<file path="src/rtl/cpu_stop_pkg.sv">
package cpu_stop_pkg;
  localparam int unsigned SYNC_STAGES = 2;

  typedef struct packed {
    logic t;
    logic c;
    logic oe_t;
    logic oe_c;
  } lane_drv_t;
endpackage

</file>
<file path="src/rtl/stop_sync.sv">
module stop_sync
  import cpu_stop_pkg::*;
(
  input  logic clk_i,
  input  logic rst_ni,
  input  logic async_ni,
  output logic sync_no
);
  logic [SYNC_STAGES-1:0] sync_q;

  always_ff @(posedge clk_i or negedge rst_ni) begin
    if (!rst_ni) sync_q <= '1;
    else         sync_q <= {sync_q[SYNC_STAGES-2:0], async_ni};
  end

  assign sync_no = sync_q[SYNC_STAGES-1];
endmodule

</file>
<file path="src/rtl/stop_qualifier.sv">
module stop_qualifier #(
  parameter int unsigned STOP_WAIT = 2
) (
  input  logic clk_i,
  input  logic rst_ni,
  input  logic stop_sync_ni,
  output logic phase_o,
  output logic gate_o
);
  localparam int unsigned CW = $clog2(STOP_WAIT + 1);
  localparam logic [CW-1:0] WAIT_END = CW'(STOP_WAIT);

  logic          phase_q;
  logic [1:0]    hist_q;
  logic [CW-1:0] wait_q;
  logic          seen;

  assign seen = &hist_q;

  always_ff @(posedge clk_i or negedge rst_ni) begin
    if (!rst_ni) begin
      phase_q <= 1'b0;
      hist_q  <= '0;
      wait_q  <= '0;
    end else begin
      phase_q <= ~phase_q;
      // release has priority over sampling
      if (stop_sync_ni)  hist_q <= '0;
      else if (phase_q)  hist_q <= {hist_q[0], 1'b1};
      if (!seen)                             wait_q <= '0;
      else if (phase_q && wait_q != WAIT_END) wait_q <= wait_q + 1'b1;
    end
  end

  assign phase_o = phase_q;
  assign gate_o  = seen && (wait_q == WAIT_END) && !stop_sync_ni;

  // qualification completes only at a sample edge with the input low
  a_r2_qualify_on_sample: assert property (@(posedge clk_i) disable iff (!rst_ni)
    $rose(seen) |-> ($past(phase_q) && !$past(stop_sync_ni)));

  // gate never opens before the wait has run
  a_r3_wait_before_gate: assert property (@(posedge clk_i) disable iff (!rst_ni)
    $rose(gate_o) |-> $past(seen));
endmodule

</file>
<file path="src/rtl/lane_gate.sv">
module lane_gate
  import cpu_stop_pkg::*;
(
  input  logic      clk_i,
  input  logic      rst_ni,
  input  logic      phase_i,
  input  logic      gate_i,
  input  logic      stoppable_i,
  output lane_drv_t drv_o,
  output logic      stopped_o
);
  logic stopped_q;
  logic target;

  assign target = gate_i && stoppable_i;

  always_ff @(posedge clk_i or negedge rst_ni) begin
    if (!rst_ni)                  stopped_q <= 1'b0;
    else if (!phase_i &&  target) stopped_q <= 1'b1; // true clock about to rise
    else if ( phase_i && !target) stopped_q <= 1'b0; // true clock about to fall
  end

  always_comb begin
    drv_o.t    = stopped_q ? 1'b1 : phase_i;
    drv_o.c    = stopped_q ? 1'b0 : ~phase_i;
    drv_o.oe_t = 1'b1;
    drv_o.oe_c = ~stopped_q;
  end
  assign stopped_o = stopped_q;

  a_r4_park_on_true_rise: assert property (@(posedge clk_i) disable iff (!rst_ni)
    $rose(stopped_q) |-> (phase_i && !$past(phase_i)));

  a_r8_resume_on_true_fall: assert property (@(posedge clk_i) disable iff (!rst_ni)
    $fell(stopped_q) |-> (!phase_i && $past(phase_i)));

  a_r6_free_lane_runs: assert property (@(posedge clk_i) disable iff (!rst_ni)
    (!stoppable_i && !stopped_q) |=> !stopped_q);
endmodule

</file>
<file path="src/rtl/cpu_clk_stop_ctrl.sv">
module cpu_clk_stop_ctrl
  import cpu_stop_pkg::*;
#(
  parameter int unsigned NUM_LANES = 4,
  parameter int unsigned STOP_WAIT = 2
) (
  input  logic                 clk_i,
  input  logic                 rst_ni,
  input  logic                 stop_ni,
  input  logic [NUM_LANES-1:0] stoppable_i,
  output logic [NUM_LANES-1:0] clk_t_o,
  output logic [NUM_LANES-1:0] clk_c_o,
  output logic [NUM_LANES-1:0] oe_t_o,
  output logic [NUM_LANES-1:0] oe_c_o,
  output logic [NUM_LANES-1:0] stopped_o
);
  logic stop_sync_n;
  logic phase;
  logic gate;

  stop_sync u_sync (
    .clk_i    (clk_i),
    .rst_ni   (rst_ni),
    .async_ni (stop_ni),
    .sync_no  (stop_sync_n)
  );

  stop_qualifier #(.STOP_WAIT(STOP_WAIT)) u_qual (
    .clk_i        (clk_i),
    .rst_ni       (rst_ni),
    .stop_sync_ni (stop_sync_n),
    .phase_o      (phase),
    .gate_o       (gate)
  );

  for (genvar k = 0; k < NUM_LANES; k++) begin : g_lane
    lane_drv_t drv;
    lane_gate u_lane (
      .clk_i       (clk_i),
      .rst_ni      (rst_ni),
      .phase_i     (phase),
      .gate_i      (gate),
      .stoppable_i (stoppable_i[k]),
      .drv_o       (drv),
      .stopped_o   (stopped_o[k])
    );
    assign clk_t_o[k] = drv.t;
    assign clk_c_o[k] = drv.c;
    assign oe_t_o[k]  = drv.oe_t;
    assign oe_c_o[k]  = drv.oe_c;
  end

  // two released synchronizer samples leave no lane parked
  a_r7_release_bound: assert property (@(posedge clk_i) disable iff (!rst_ni)
    ($past(stop_sync_n) && $past(stop_sync_n, 2)) |-> (stopped_o == '0));

  // complement driver is off exactly on parked lanes
  a_r5_oe_tracks_park: assert property (@(posedge clk_i) disable iff (!rst_ni)
    (oe_c_o == ~stopped_o) && (oe_t_o == '1));
endmodule

</file>
<file path="config.mk">
export PLATFORM = sky130hd
export DESIGN_NAME = cpu_clk_stop_ctrl
export DESIGN_NICKNAME = d
export VERILOG_FILES = /design/src/rtl/cpu_stop_pkg.sv /design/src/rtl/stop_sync.sv /design/src/rtl/stop_qualifier.sv /design/src/rtl/lane_gate.sv /design/src/rtl/cpu_clk_stop_ctrl.sv
export SDC_FILE = /design/constraint.sdc
export NUM_CORES = 1
export LEC_CHECK = 0
export CORE_UTILIZATION = 39
export DETAILED_ROUTE_END_ITERATION = 8
export PLACE_DENSITY = 0.86
export SETUP_SLACK_MARGIN = 0.1
export SLEW_MARGIN = 20
export SYNTH_ARGS = -nofsm -noshare
export SYNTH_HDL_FRONTEND = slang
export SYNTH_SLANG_ARGS = --single-unit
</file>
<file path="constraint.sdc">
create_clock -name clk_i -period 2.29 [get_ports clk_i]
set_clock_uncertainty 0.15 [all_clocks]
set_input_delay 0.3435 -clock clk_i [delete_from_list [all_inputs] [get_ports clk_i]]
set_output_delay 0.3435 -clock clk_i [all_outputs]
set_load 0.05 [all_outputs]
</file>
# Word level (Yosys, flattened, before mapping)
# Cells that the tools add are included.
[word_totals]
ff_bits = 11
out_inout_bits = 20
[op_classes]
add_sub_neg = 1
eq_ne = 3
muxes = 20
n_bitwise = 5
n_reduce_logical = 27
[op_table]
columns = ["op", "count"]
rows = [
  ["2-to-1 mux 1 bit", 16],
  ["logical AND 1 bit", 15],
  ["nonzero test 2 bit", 5],
  ["2-to-1 mux 2 bit", 4],
  ["logical NOT 1 bit", 6],
  ["NOT 1 bit", 5],
  ["inequality test 2 bit (second input constant)", 2],
  ["adder 2 x 1 -> 2 bit (second input constant)", 1],
  ["equality test 2 bit (second input constant)", 1],
  ["AND reduction 2 bit", 1],
]

# Logic depth before layout (Yosys ltp)
[logic_depth]
word_depth = 8
mapped_depth = 6
ltp_nobuf = 6

# By module
# From an unflattened synthesis, not the netlist that was laid out.
[hier_totals]
hier_cells = 63
area_unflattened_um2 = 624.3
[by_module_without_submodules]
columns = ["mod", "instances", "cells_per_inst", "area_each_um2", "seq_area_each_um2"]
rows = [
  ["lane_gate", 4, 10, 87.6, 25.0],
  ["stop_qualifier", 1, 21, 221.5, 125.1],
  ["stop_sync", 1, 2, 52.6, 52.6],
]

# Worst setup path after synthesis
# No wires, ideal clock.
[synth_timing]
path_type = "register to output"
start = "register g_lane[0].u_lane.stopped_q"
end = "output port clk_c_o[0]"
arrival_ps = 1582
setup_slack_ps = 215
stages_incl_launch_ff = 4
path_buffers = 0
path_cell_list = "dfrtp_1 inv_1 nand2_1 inv_1"
[synth_via]
elab_chain_len = 1
[synth_lines]
columns = ["element", "line_no", "text"]
rows = [
  ["from (decl)", "lane_gate.sv:12", "logic stopped_q;"],
  ["from (signal assigned)", "lane_gate.sv:18", "if (!rst_ni) stopped_q <= 1'b0;"],
  ["from (signal assigned)", "lane_gate.sv:19", "else if (!phase_i && target) stopped_q <= 1'b1;"],
  ["from (signal assigned)", "lane_gate.sv:20", "else if ( phase_i && !target) stopped_q <= 1'b0;"],
  ["2-to-1 mux 1 bit", "lane_gate.sv:25", "drv_o.c = stopped_q ? 1'b0 : ~phase_i;"],
  ["to (decl)", "cpu_clk_stop_ctrl.sv:12", "output logic [NUM_LANES-1:0] clk_c_o,"],
]
# Every way passes these cells.

# Worst setup path after layout
[layout_timing]
start = "register g_lane[3].u_lane.stopped_q"
end = "output port oe_c_o[3]"
[layout_via]
elab_chain_len = 1
[layout_lines]
columns = ["element", "line_no", "text"]
rows = [
  ["from (decl)", "lane_gate.sv:12", ""],
  ["from (signal assigned)", "lane_gate.sv:18", ""],
  ["from (signal assigned)", "lane_gate.sv:19", ""],
  ["from (signal assigned)", "lane_gate.sv:20", ""],
  ["NOT 1 bit", "lane_gate.sv:27", "drv_o.oe_c = ~stopped_q;"],
  ["to (decl)", "cpu_clk_stop_ctrl.sv:14", "output logic [NUM_LANES-1:0] oe_c_o,"],
]
# Every way passes these cells.

==> impl_metrics.py <==
metrics = {
    "run_status": {
        "status": "finished, final reports clean",
    },
    "detailed_routing": {
        "drtIter0Drc": 9,
        "wl_microns": 949,
        "via_per_inst": 4.59,
        "wire_per_inst_microns": 9.99,
        "ant_nets": 0,
        "vias": 436,
        "drc": 0,
        "firstDrtPassIters": 4,
    },
    "hold_path": {
        "min_to": "u_sync.sync_q[1]",
        "hp-class": "reg -> reg",
        "hold_depth": 0,
        "worstHoldStart": "u_sync.sync_q[0]",
    },
    "die": {
        "die_y_microns": 41.4,
        "die-area_sq_mm": 0.00171,
        "die_w_microns": 41.4,
        "num_io_pins": 27,
        "start_util_pct": 44.3,
        "core_area_sq_mm": 0.00137,
        "rows": 13,
    },
    "grt": {
        "grt_max_degree": 12,
        "grt_pass1_wl_microns": 1700,
        "grt_overflow": 0,
        "first_global_vias": 439,
        "grt_util_all_layers_pct": 12.6,
        "antenna_found_initial": 0,
    },
    "synthesis": {
        "yosysTopAreaCell": "dfrtp_1",
        "synth_area_sq_um": 606,
        "ys_seq_area_share_pct": 45.9,
        "yosys.area.top_type_share_pct": 37.2,
        "yosys_warnings": 0,
        "ys_types": 15,
        "avgSynthCellArea_sq_um": 10.3,
        "synth.area.top_cells": "dfrtp_1 37%, ha_1 10%, buf_4 9.9%, dfstp_2 8.7%, mux2_2 7.4%",
        "synth_cells": 59,
        "synth-seq-cells": 11,
    },
    "worst_setup_path": {
        "crit_required_ns": 1.80,
        "cp_top_family": "buffers and inverters",
        "crit_type": "reg -> out",
        "r2r_cells": 6,
        "reg2reg_slack_ns": 0.48,
        "cp-end-kind": "primary output",
        "crit_path_max_fanout": 3,
        "critPathArrivalTime_ns": 1.53,
        "crit_slowest_cell": "clkdlybuf4s50_1",
        "r2r-end": "g_lane[3].u_lane.stopped_o",
        "critical_path_buf_inv_count": 2,
        "path_cells": "inv_1 > clkdlybuf4s50_1",
        "critPathLaunchType": "register",
        "max_stage_delay_ns": 0.80,
        "rr_startpoint": "u_qual.wait_q[0]",
    },
    "cells_and_area": {
        "drive_above_1_share_pct": 20.0,
        "area_delta_synth_final_pct": 33.3,
        "final_util_pct": 59.1,
        "final_common_cell": "clkdlybuf4s50_1",
        "antenna_cells": 0,
        "nNetsFinal": 93,
        "final_cell_mix": "14 x clkdlybuf4s50_1, 11 x inv_1, 9 x dfrtp_1, 5 x nor2_1, 5 x ha_1",
    },
    "flow_run": {
        "drv_cap": 0,
    },
    "clocking": {
        "cts-root-buf": "clkbuf_4",
        "cts_tree": "built",
        "cts.reportedPaths.clkPinSlew_ns": 0.07,
        "clock-sinks": 11,
        "cts_buffers": 3,
        "clk_latency_ns": 0.26,
        "h-tree-depth": 1,
        "cts-hold-fix-buffers": 0,
        "cts_max_path_buffers": 2,
    },
    "timing": {
        "hold_slack_ns": 0.206,
        "worst_pin_slew_ns": 0.504,
        "slew_headroom_pct": 66.3,
        "finalSetupViolations": 0,
        "fin_crit_ns": 2.03,
        "maxSlewViolCount": 0,
        "fmax_mhz": 493,
        "report.final.hold_viol_count": 0,
        "period_share_pct": 88.5,
        "fin_setup_tns_ns": 0,
        "grt_setup_unrepaired": "false",
    },
    "place": {
        "port-buffer-count": 22,
        "gp_congestion": 0.710,
        "dp_hpwl_microns": 783,
    },
    "pwr": {
        "vdd_drop_max_mv": 0.324,
        "power-per-cell-area_mw_per_mm2": 438,
        "p_leak_nw": 0.439,
        "power_mw": 0.354,
    },
}
power by group:
part           internal [mW]  switching, mW  total, mW
logic                0.00977         0.0196     0.0294
registers              0.199        0.00209      0.201
clock network         0.0672         0.0563      0.123
cells in the mapped netlist:
library cell,n
and2b_2,1
inv_1,11
mux2_2,4
xnor2_1,1
and2_1,4
buf_4,8
mux2i_1,2
nor3b_2,1
conb_1,1
nand2_1,4
ha_1,5
dfrtp_1,9
dfstp_2,2
nor2_1,5
nand2_2,1
cells by family after synthesis:
kind of cell / count (synthesis) / synth area share, %
xor gates and xnor gates: 1 / 1.45
and+or+nand+nor: 16 / 14.3
DFF: 11 / 45.9
adders and majority gates: 5 / 10.3
other: 1 / 0.619
buffers and inverters: 19 / 16.7
muxes: 6 / 10.7
per-layer routing:
metal	vias to the layer above	part of all wire, %	track usage [%]
met5	-	0	0
met4	0	0	5.81
met3	0	7.3	2.61
met2	18	53	23.4
met1	207	40	13.3
li1	211	-	-
worst max path at each step:
stage	start	endpoint	slack, ns	depth (start not counted)
final	g_lane[3].u_lane.stopped_o	oe_c_o[3]	0.26	2
after CTS	g_lane[3].u_lane.stopped_o	oe_c_o[3]	0.25	2
after detailed placement	u_qual.phase_o	clk_t_o[2]	0.30	3
after global routing	g_lane[0].u_lane.stopped_o	oe_c_o[0]	0.18	2
after floorplan	g_lane[0].u_lane.stopped_o	clk_c_o[0]	0.21	3
after global placement	u_qual.phase_o	clk_t_o[2]	0.32	3
sequential cells by signal, indices dropped and copies added, names as in the netlist:
| register | count |
|---|---|
| g_lane.u_lane.stopped_o | 4 |
| u_qual.hist_q | 2 |
| u_qual.wait_q | 2 |
| u_sync.sync_q | 2 |
| u_qual.phase_o | 1 |
metrics by stage:
stage	setup WS [ns]	cells	cell area, sq um
2_1_floorplan	0.215	62	617
3_3_place_gp	0.321	91	786
3_5_place_dp	0.304	91	786
4_1_cts	0.246	95	807
5_1_grt	0.179	95	807
6_report	0.263	95	807
repair_timing:
action,in CTS,in global routing
setup endpoints to repair,4,0
endpoints found under the hold margin,0,0
resized for setup,4,0
buffers inserted,0,0
worst register-to-register path, cell delays in order (launching register included):
cell,delay [ns]
dfrtp_1,0.36
inv_1,0.05
ha_1,0.19
nor3b_2,0.17
and2_1,0.16
ha_1,0.29
mux2_2,0.33
cell type report:
type                    instances  area [sq um]
fillers                       121           559
flip-flops and latches         11           278
multi-input cells              32           238
repair buffers                 22           205
inverters                      11          41.3
clock buffers                   4          26.3
well taps                      15          18.8
No activity file was read; power rests on OpenSTA's default activity.
